### config.mk
export PLATFORM = sky130hd
export DESIGN_NAME = dec_comp_sub
export DESIGN_NICKNAME = d
export VERILOG_FILES = /design/src/rtl/dcs_pkg.sv /design/src/rtl/dcs_digit_add.sv /design/src/rtl/dcs_ripple.sv /design/src/rtl/dcs_nines.sv /design/src/rtl/dec_comp_sub.sv
export SDC_FILE = /design/constraint.sdc
export NUM_CORES = 1
export LEC_CHECK = 0
export ABC_AREA = 1
export BUFFER_PORTS_ARGS = -buffer_cell sky130_fd_sc_hd__buf_2
export CORE_MARGIN = 2
export CORE_UTILIZATION = 55
export CTS_BUF_LIST = sky130_fd_sc_hd__clkbuf_8
export CTS_CLUSTER_SIZE = 24
export DETAILED_ROUTE_END_ITERATION = 8
export PLACE_DENSITY = 0.79
export SETUP_SLACK_MARGIN = 0.5
export SYNTH_ARGS = -nofsm -noshare
export SYNTH_HDL_FRONTEND = slang
export SYNTH_SLANG_ARGS = --single-unit
### constraint.sdc
create_clock -name clk -period 17.29 [get_ports clk]
set_clock_uncertainty 0.15 [all_clocks]
set_input_delay 1.729 -clock clk [delete_from_list [all_inputs] [get_ports clk]]
set_output_delay 1.729 -clock clk [all_outputs]
set_load 0.05 [all_outputs]
### src/rtl/dcs_pkg.sv
// Shared types and helpers for the decimal complement subtractor.
// Assumes 4-bit packed BCD digits.
package dcs_pkg;
    localparam int DIGIT_W = 4;

    typedef enum logic {
        SUB_NINES = 1'b0,
        SUB_TENS  = 1'b1
    } sub_mode_e;

    // Nines' complement of one digit.
    function automatic logic [DIGIT_W-1:0] nine_minus(input logic [DIGIT_W-1:0] d);
        return 4'd9 - d;
    endfunction

    // True for codes 1010..1111.
    function automatic logic is_bad_digit(input logic [DIGIT_W-1:0] d);
        return d > 4'd9;
    endfunction
endpackage

### src/rtl/dcs_digit_add.sv
// One BCD digit adder with carry in and carry out.
// Adds 6 when the binary sum exceeds 9. Assumes legal BCD inputs;
// illegal inputs give an unspecified digit.
module dcs_digit_add
    import dcs_pkg::*;
(
    input  logic [DIGIT_W-1:0] a,
    input  logic [DIGIT_W-1:0] b,
    input  logic               cin,
    output logic [DIGIT_W-1:0] sum,
    output logic               cout
);
    logic [DIGIT_W:0] raw;

    // Binary sum and decimal correction.
    always_comb begin
        raw  = {1'b0, a} + {1'b0, b} + {{DIGIT_W{1'b0}}, cin};
        cout = raw > 5'd9;
        sum  = cout ? (raw[DIGIT_W-1:0] + 4'd6) : raw[DIGIT_W-1:0];
    end

    // Check that a legal digit pair always yields a legal digit.
    always_comb begin
        if (a <= 4'd9 && b <= 4'd9) begin

            digit_range_chk: assert (sum <= 4'd9);
        end
    end
endmodule

### src/rtl/dcs_ripple.sv
// Multi-digit BCD adder. The carry ripples from digit 0 upward.
module dcs_ripple
    import dcs_pkg::*;
#(
    parameter int DIGITS = 4,
    localparam int W = DIGITS * DIGIT_W
) (
    input  logic [W-1:0] x,
    input  logic [W-1:0] y,
    input  logic         cin,
    output logic [W-1:0] s,
    output logic         cout
);
    logic [DIGITS:0] c;

    assign c[0] = cin;
    assign cout = c[DIGITS];

    for (genvar i = 0; i < DIGITS; i++) begin : g_dig
        dcs_digit_add u_add (
            .a   (x[i*DIGIT_W +: DIGIT_W]),
            .b   (y[i*DIGIT_W +: DIGIT_W]),
            .cin (c[i]),
            .sum (s[i*DIGIT_W +: DIGIT_W]),
            .cout(c[i+1])
        );
    end
endmodule

### src/rtl/dcs_nines.sv
// Digit-wise nines' complement of a packed BCD word.
module dcs_nines
    import dcs_pkg::*;
#(
    parameter int DIGITS = 4,
    localparam int W = DIGITS * DIGIT_W
) (
    input  logic [W-1:0] d_in,
    output logic [W-1:0] d_out
);
    for (genvar i = 0; i < DIGITS; i++) begin : g_dig
        assign d_out[i*DIGIT_W +: DIGIT_W] = nine_minus(d_in[i*DIGIT_W +: DIGIT_W]);
    end
endmodule

### src/rtl/dec_comp_sub.sv
// Decimal complement subtractor, registered once.
// The first adder forms a + 9s(b), with carry in 1 in tens' mode.
// The second adder either adds the end-around carry (nines' mode,
// positive result) or recomplements the sum (no top carry), adding
// 1 in tens' mode. Operands are unsigned packed BCD.
module dec_comp_sub
    import dcs_pkg::*;
#(
    parameter int DIGITS = 4,
    localparam int W = DIGITS * DIGIT_W
) (
    input  logic         clk,
    input  logic         rst_n,
    input  logic         in_valid,
    input  logic         mode,
    input  logic [W-1:0] a_bcd,
    input  logic [W-1:0] b_bcd,
    output logic         out_valid,
    output logic [W-1:0] diff_o,
    output logic         neg_o,
    output logic         bad_o
);
    sub_mode_e    m;
    logic [W-1:0] b_nine, sum1, sum1_nine, stage2_in, mag;
    logic         c1, c2, cin2, bad_any, neg_c;

    assign m = sub_mode_e'(mode);

    dcs_nines #(.DIGITS(DIGITS)) u_bcomp (.d_in(b_bcd), .d_out(b_nine));

    dcs_ripple #(.DIGITS(DIGITS)) u_first (
        .x(a_bcd), .y(b_nine), .cin(m == SUB_TENS), .s(sum1), .cout(c1)
    );

    dcs_nines #(.DIGITS(DIGITS)) u_recomp (.d_in(sum1), .d_out(sum1_nine));

    // Pick the operand and carry in for the correction pass.
    always_comb begin
        stage2_in = c1 ? sum1 : sum1_nine;
        cin2      = (m == SUB_NINES) ? c1 : !c1;
    end

    dcs_ripple #(.DIGITS(DIGITS)) u_second (
        .x(stage2_in), .y('0), .cin(cin2), .s(mag), .cout(c2)
    );

    // Illegal digit scan and sign decision.
    always_comb begin
        bad_any = 1'b0;
        for (int i = 0; i < 2 * DIGITS; i++) begin
            if (is_bad_digit({b_bcd, a_bcd}[i*DIGIT_W +: DIGIT_W]))
                bad_any = 1'b1;
        end
        neg_c = !c1 && (mag != '0);
    end

    // The correction pass never overflows on legal operands.
    always_comb begin
        if (!bad_any) begin

            no_wrap_chk: assert (!c2);
        end
    end

    // Result register and valid flag.
    always_ff @(posedge clk) begin
        if (!rst_n) begin
            out_valid <= 1'b0;
            diff_o    <= '0;
            neg_o     <= 1'b0;
            bad_o     <= 1'b0;
        end else begin
            out_valid <= in_valid;
            if (in_valid) begin
                diff_o <= mag;
                neg_o  <= neg_c;
                bad_o  <= bad_any;
            end
        end
    end


    valid_lat_chk: assert property (@(posedge clk) disable iff (!rst_n)
        in_valid |=> out_valid);

    idle_chk: assert property (@(posedge clk) disable iff (!rst_n)
        !in_valid |=> (!out_valid && $stable(diff_o) && $stable(neg_o)));

    zero_pos_chk: assert property (@(posedge clk) disable iff (!rst_n)
        (out_valid && !bad_o && diff_o == '0) |-> !neg_o);
endmodule

Yosys cells after proc, flatten, opt, wreduce, memory -nomap -nowiden
Cells that the tools add are included.
Word-level totals
  bits in writable memories: 0
  output and inout port bits: 19
  memories kept: 0
  bits in registers: 19
  bits in read-only memories: 0
  latch bits: 0
  bits of input ports: 36
  word-level logic and storage cells: 69
Operators by class
  muxes and demuxes: 18
  shift-type cells: 0
  reduce and logical (&&, ||, !) cells: 3
  add/subtract/negate cells: 28
  multipliers: 0
  div/mod/pow operators: 0
  eq/ne operators: 0
  bitwise gates (word level): 0
  magnitude comparators: 16
Operators with widths (count)
  greater-than comparator 5 x 4 -> 1 bit (second input constant): 8
  adder 4 x 3 -> 4 bit (second input constant): 8
  greater-than comparator 4 bit (second input constant): 8
  two-way mux 4 bit: 8
  subtractor 4 bit (first input constant): 8
  adder 4 x 1 -> 5 bit: 4
  adder 4 x 4 -> 5 bit: 4
  adder 5 x 1 -> 5 bit: 4
  two-way mux 16 bit: 1
  nonzero test 16 bit: 1
  two-way mux 1 bit: 9
  logical AND 1 bit: 1
  zero test 1 bit: 1

Logic depth before layout (Yosys ltp)
  depth after elaboration: 24
  gate-level depth with buffers: 87
  gate-level depth less buffers: 86

By module
A second synthesis with hierarchy kept.
Second synthesis, totals
  cell total of the unflattened synthesis: 613
  area total of the unflattened synthesis: 3819.9 um^2
By module, submodules not included
  dcs_digit_add (u_first.g_dig[0].u_add ...): sequential area each 0.0 um^2, times used 4, cells each 45, area each 299.0 um^2
  dec_comp_sub: sequential area each 380.4 um^2, times used 1, cells each 165, area each 1027.2 um^2
  dcs_digit_add (u_second.g_dig[1].u_add ...): sequential area each 0.0 um^2, times used 3, cells each 47, area each 300.3 um^2
  dcs_nines: sequential area each 0.0 um^2, times used 2, cells each 40, area each 200.2 um^2
  dcs_digit_add (u_second.g_dig[0].u_add): sequential area each 0.0 um^2, times used 1, cells each 47, area each 295.3 um^2

Worst setup path before layout
Ideal clock, no wire load.
  path kind: input port to flip-flop
  from: in mode
  to: reg neg_o
  path slack: 4.587 ns
  setup time: 0.118 ns
  cell stages on the path: 80
  arrival time: 12.435 ns
  cell sequence: inv_1 -> fa_1 -> inv_1 -> fa_1 -> inv_1 -> nand3_1 -> nand3_1 -> nand2_1 -> fa_1 -> fa_1 -> xnor2_2 -> nand2_1 -> nand3_2 -> nand2_1 -> fa_1 -> fa_1 -> inv_1 -> nand2_1 -> (+44 left out) -> ha_1 -> ha_1 -> inv_1 -> nand3_1 -> nand2_1 -> inv_1 -> ha_1 -> inv_1 -> nand2_1 -> inv_2 -> nand2_4 -> nand2_4 -> xor2_2 -> nand3_1 -> nor2_1 -> nand3_1 -> nand2_1 -> a21oi_1
Between the ends
  longest elaborated chain between the ends: 21
  elaborated cells on any way between the ends: 41
  classes of those cells: add/sub (20); order compare (8); mux (10); reduce/logical (3)
RTL lines
  start, declared: line dec_comp_sub.sv:15  | input logic mode,
  adder 5 x 1 -> 5 bit: line dcs_digit_add.sv:17  | raw = {1'b0, a} + {1'b0, b} + {{DIGIT_W{1'b0}}, cin};
  greater-than comparator 5 x 4 -> 1 bit: line dcs_digit_add.sv:18  | cout = raw > 5'd9;
  adder 5 x 1 -> 5 bit: line dcs_digit_add.sv:17
  greater-than comparator 5 x 4 -> 1 bit: line dcs_digit_add.sv:18
  adder 5 x 1 -> 5 bit: line dcs_digit_add.sv:17
  greater-than comparator 5 x 4 -> 1 bit: line dcs_digit_add.sv:18
  adder 5 x 1 -> 5 bit: line dcs_digit_add.sv:17
  greater-than comparator 5 x 4 -> 1 bit: line dcs_digit_add.sv:18
  (+5 left out)
  greater-than comparator 5 x 4 -> 1 bit: line dcs_digit_add.sv:18
  adder 4 x 1 -> 5 bit: line dcs_digit_add.sv:17
  greater-than comparator 5 x 4 -> 1 bit: line dcs_digit_add.sv:18
  adder 4 x 1 -> 5 bit: line dcs_digit_add.sv:17
  adder 4 x 3 -> 4 bit or greater-than comparator 5 x 4 -> 1 bit (tied branches): line dcs_digit_add.sv:19, dcs_digit_add.sv:18
  two-way mux 4 bit: line dcs_digit_add.sv:19  | sum = cout ? (raw[DIGIT_W-1:0] + 4'd6) : raw[DIGIT_W-1:0];
  nonzero test 16 bit: line dec_comp_sub.sv:54  | neg_c = !c1 && (mag != '0);
  logical AND 1 bit *: line dec_comp_sub.sv:54
  end signal, assigned: line dec_comp_sub.sv:76  | neg_o <= neg_c;
  end, declared: line dec_comp_sub.sv:20  | output logic neg_o,
Every way passes the cells marked *; elsewhere a longest branch is shown, timed or not.
A chain may end at the register's enable or synchronous reset.

Final worst setup path
Ends and elaborated chain as after synthesis.

==> results.yml <==
floorplan:
  dieArea_um2: 6180
  die_width_um: 78.6
  start_util: 0.563
  rows: 27
  core_area_um2: 5440
  pin_count: 55
  chipHeight_um: 78.6
setup_path:
  critPathLaunchType: "input port"
  crit_path_frequent_cell: "nand2_1"
  crit_family: "adder cells"
  critPathMaxStageDelay_ns: 0.57
  critical_path.startpoint: "mode"
  r2r_start: "diff_o[3]$_SDFFE_PN0P_"
  worst_ep_arrival_time_ns: 13.62
  reg2regPathDepth: 4
  critPathMaxFanout: 13
  r2r_slack_ns: 16.46
  cp_num_cells: 80
  worstPathBufferInverterCount: 15
  cp.required_ns: 17.29
  r2r_end: "diff_o[3]$_SDFFE_PN0P_"
  crit_type: "input port to flop"
  crit_end: "neg_o$_SDFFE_PN0P_"
  crit_path_end_kind: "flop"
  critPathSlowestCell: "fa_1"
route:
  drc: 0
  avgRoutedWirePerCell_um: 10.7
  dr.pass1.iters: 4
  first_iter_violations: 155
  routed_wl_um: 6320
  postRouteAntennaNets: 0
  vias: 2974
  routed_via_density: 5.04
grt:
  antenna_found_initial: 0
  grt_pass1_wl_um: 11800
  grt_max_degree: 33
  busiest_layer: "met2"
  grt_use_met3: 0.0333
  met1_usage: 0.246
  grt_pass1_vias: 2992
  grt_use_total: 0.226
  grt-ovfl-total: 0
  grtUsageMet2: 0.462
clocking:
  cts_hold_buffers: 0
  htree_levels: 1
  clkLatencyLatePin_ns: 0.25
  cts_buffer_depth: 2
  clock-sinks: 19
  cts_buffers: 3
  cts_resized: 0
  cts_tree: "done"
  post_cts_buffers: 0
  clk_pin_slew_worst_paths_ns: 0.07
  cts_root_buffer: "clkbuf_8"
layout:
  final_cells: 590
  drive_gt1_frac: 0.207
  nFillCells: 549
  area_growth_pct: 12.1
  fin_util: 0.631
  final_nets: 601
  antenna_cells: 0
sta:
  setup-violations-final: 0
  slew_viol_final: 0
  fmax_mhz: 73.4
  tightest_slew_ns: 0.523
  relSlewSlack: 0.651
  finalHoldViolations: 0
  period_needed_ns: 13.63
  period_share: 0.788
  rsz0062_at_grt: "false"
  setup_tns_ns: 0
synth:
  synth-main-ff-cell: "dfxtp_1"
  syn_nets: 547
  syn_area_per_cell_um2: 6.59
  synth_edf_count: 0
  ys_async_sr_fraction: 0
  ys_seq_area_frac: 0.124
  ys_types: 34
  synth_warnings: 0
  synthCells: 465
  yosys_register_bits: 19
  synth_area_um2: 3060
pwr:
  leakage_nw: 2.03
  powerDensity_nw_per_um2: 208
  ir_drop_uv: 135
place:
  dp_cells: 586
  finalWeightedCongestion: 0.835
  dp_hpwl_um: 5550
  numPortBuffers: 54
outcome:
  outcome: "completed"
hold_path:
  worst_hold_path_type: "flop to flop"
run:
  cap_violations: 0
[power breakdown]
group          internal [mW]  switching [mW]  total (mW)
clock                 0.0158          0.0142      0.0300
combinational          0.210           0.408       0.618
sequential            0.0598         0.00782      0.0677
[logic make-up after synthesis]
family          after synthesis  synth area share
compound gates               47            0.0972
xor+xnor                     12            0.0417
flops                        19             0.124
fa+ha+maj                    46             0.208
simple gates                241             0.402
buf+inv                     100             0.128
[placed cells by master, fill, tap and decap left out]
cell,instances
xnor2_2,2
fa_1,8
nand2_2,12
nand4_1,3
nor3_1,1
a21boi_1,1
nand3_2,3
buf_2,54
o21ai_0,15
nor2_2,1
o21ai_2,2
xor2_1,7
or2_2,2
a21oi_4,1
clkbuf_8,3
o211ai_1,9
inv_1,91
o21ai_4,1
xnor2_1,2
and2_1,2
a21oi_1,16
a221oi_1,1
a21oi_2,1
nand3_4,5
xor2_2,1
nor2_4,1
dfxtp_1,19
nand2_4,13
inv_2,5
nand2_1,111
nand3b_1,1
ha_1,38
nor2_1,24
nand3_1,62
[state kept, by name, summed over array words and instances (netlist names)]
| name | flops |
|---|---|
| neg_o | 1 |
| bad_o | 1 |
| out_valid | 1 |
| diff_o | 16 |
[worst reg2reg max path: cells and delay by family (launching register included)]
family	cells	cell delay [ns]
compound gates	1	0.08
flops	1	0.31
simple gates	2	0.13
buf+inv	1	0.05
[worst min-delay path by stage]
| stage | start | endpoint | cells past startpoint |
|---|---|---|---|
| after floorplan | neg_o$_SDFFE_PN0P_ | neg_o$_SDFFE_PN0P_ | 2 |
| after global placement | diff_o[13]$_SDFFE_PN0P_ | diff_o[13]$_SDFFE_PN0P_ | 2 |
| after detailed placement | bad_o$_SDFFE_PN0P_ | bad_o$_SDFFE_PN0P_ | 2 |
| after CTS | bad_o$_SDFFE_PN0P_ | bad_o$_SDFFE_PN0P_ | 2 |
| after global routing | bad_o$_SDFFE_PN0P_ | bad_o$_SDFFE_PN0P_ | 2 |
| final | bad_o$_SDFFE_PN0P_ | bad_o$_SDFFE_PN0P_ | 2 |
[metal layers]
metal	vias up	share of wire
li1	1579	-
met1	1344	0.43
met2	47	0.53
met3	4	0.035
met4	0	0.0043
met5	-	0
[per-stage QoR]
stage / hold slack, ns / instance area, µm² / setup slack, ns / power, mW
after floorplan: 0.535 / 3060 / 4.59 / 0.575
after global placement: 0.307 / 3390 / 3.76 / 0.669
after detailed placement: 0.308 / 3390 / 3.36 / 0.688
after CTS: 0.329 / 3430 / 3.62 / 0.720
after global routing: 0.348 / 3430 / 2.43 / 0.812
final: 0.328 / 3430 / 3.66 / 0.715
[cells in the mapped netlist (2+ instances only)]
| cell type | count | area [µm²] |
|---|---|---|
| fa_1 | 8 | 160 |
| and2_1 | 2 | 12.5 |
| nor2_1 | 24 | 90.1 |
| nand3_2 | 3 | 30.0 |
| nand3_1 | 62 | 310 |
| nand2_1 | 111 | 417 |
| nand2_4 | 13 | 146 |
| ha_1 | 38 | 475 |
| nand4_1 | 3 | 18.8 |
| xor2_1 | 7 | 61.3 |
| or2_2 | 2 | 12.5 |
| xnor2_2 | 2 | 32.5 |
| o211ai_1 | 9 | 67.6 |
| nand3_4 | 5 | 87.6 |
| o21ai_2 | 2 | 17.5 |
| xnor2_1 | 2 | 17.5 |
| nand2_2 | 12 | 75.1 |
| dfxtp_1 | 19 | 380 |
| o21ai_0 | 15 | 75.1 |
| inv_2 | 5 | 18.8 |
| clkbuf_1 | 4 | 15.0 |
| a21oi_1 | 16 | 80.1 |
| inv_1 | 90 | 338 |
[final cells by class]
class	instances	area, µm²	area share
Timing Repair Buffer	54	270	0.0787
Tap cell	72	90.1	0.0262
Clock inverter	1	3.75	0.00109
Sequential cell	19	380	0.111
Multi-Input combinational cell	346	2290	0.667
Inverter	95	357	0.104
Clock buffer	3	41.3	0.0120
No activity file was read; power rests on OpenSTA's default activity.
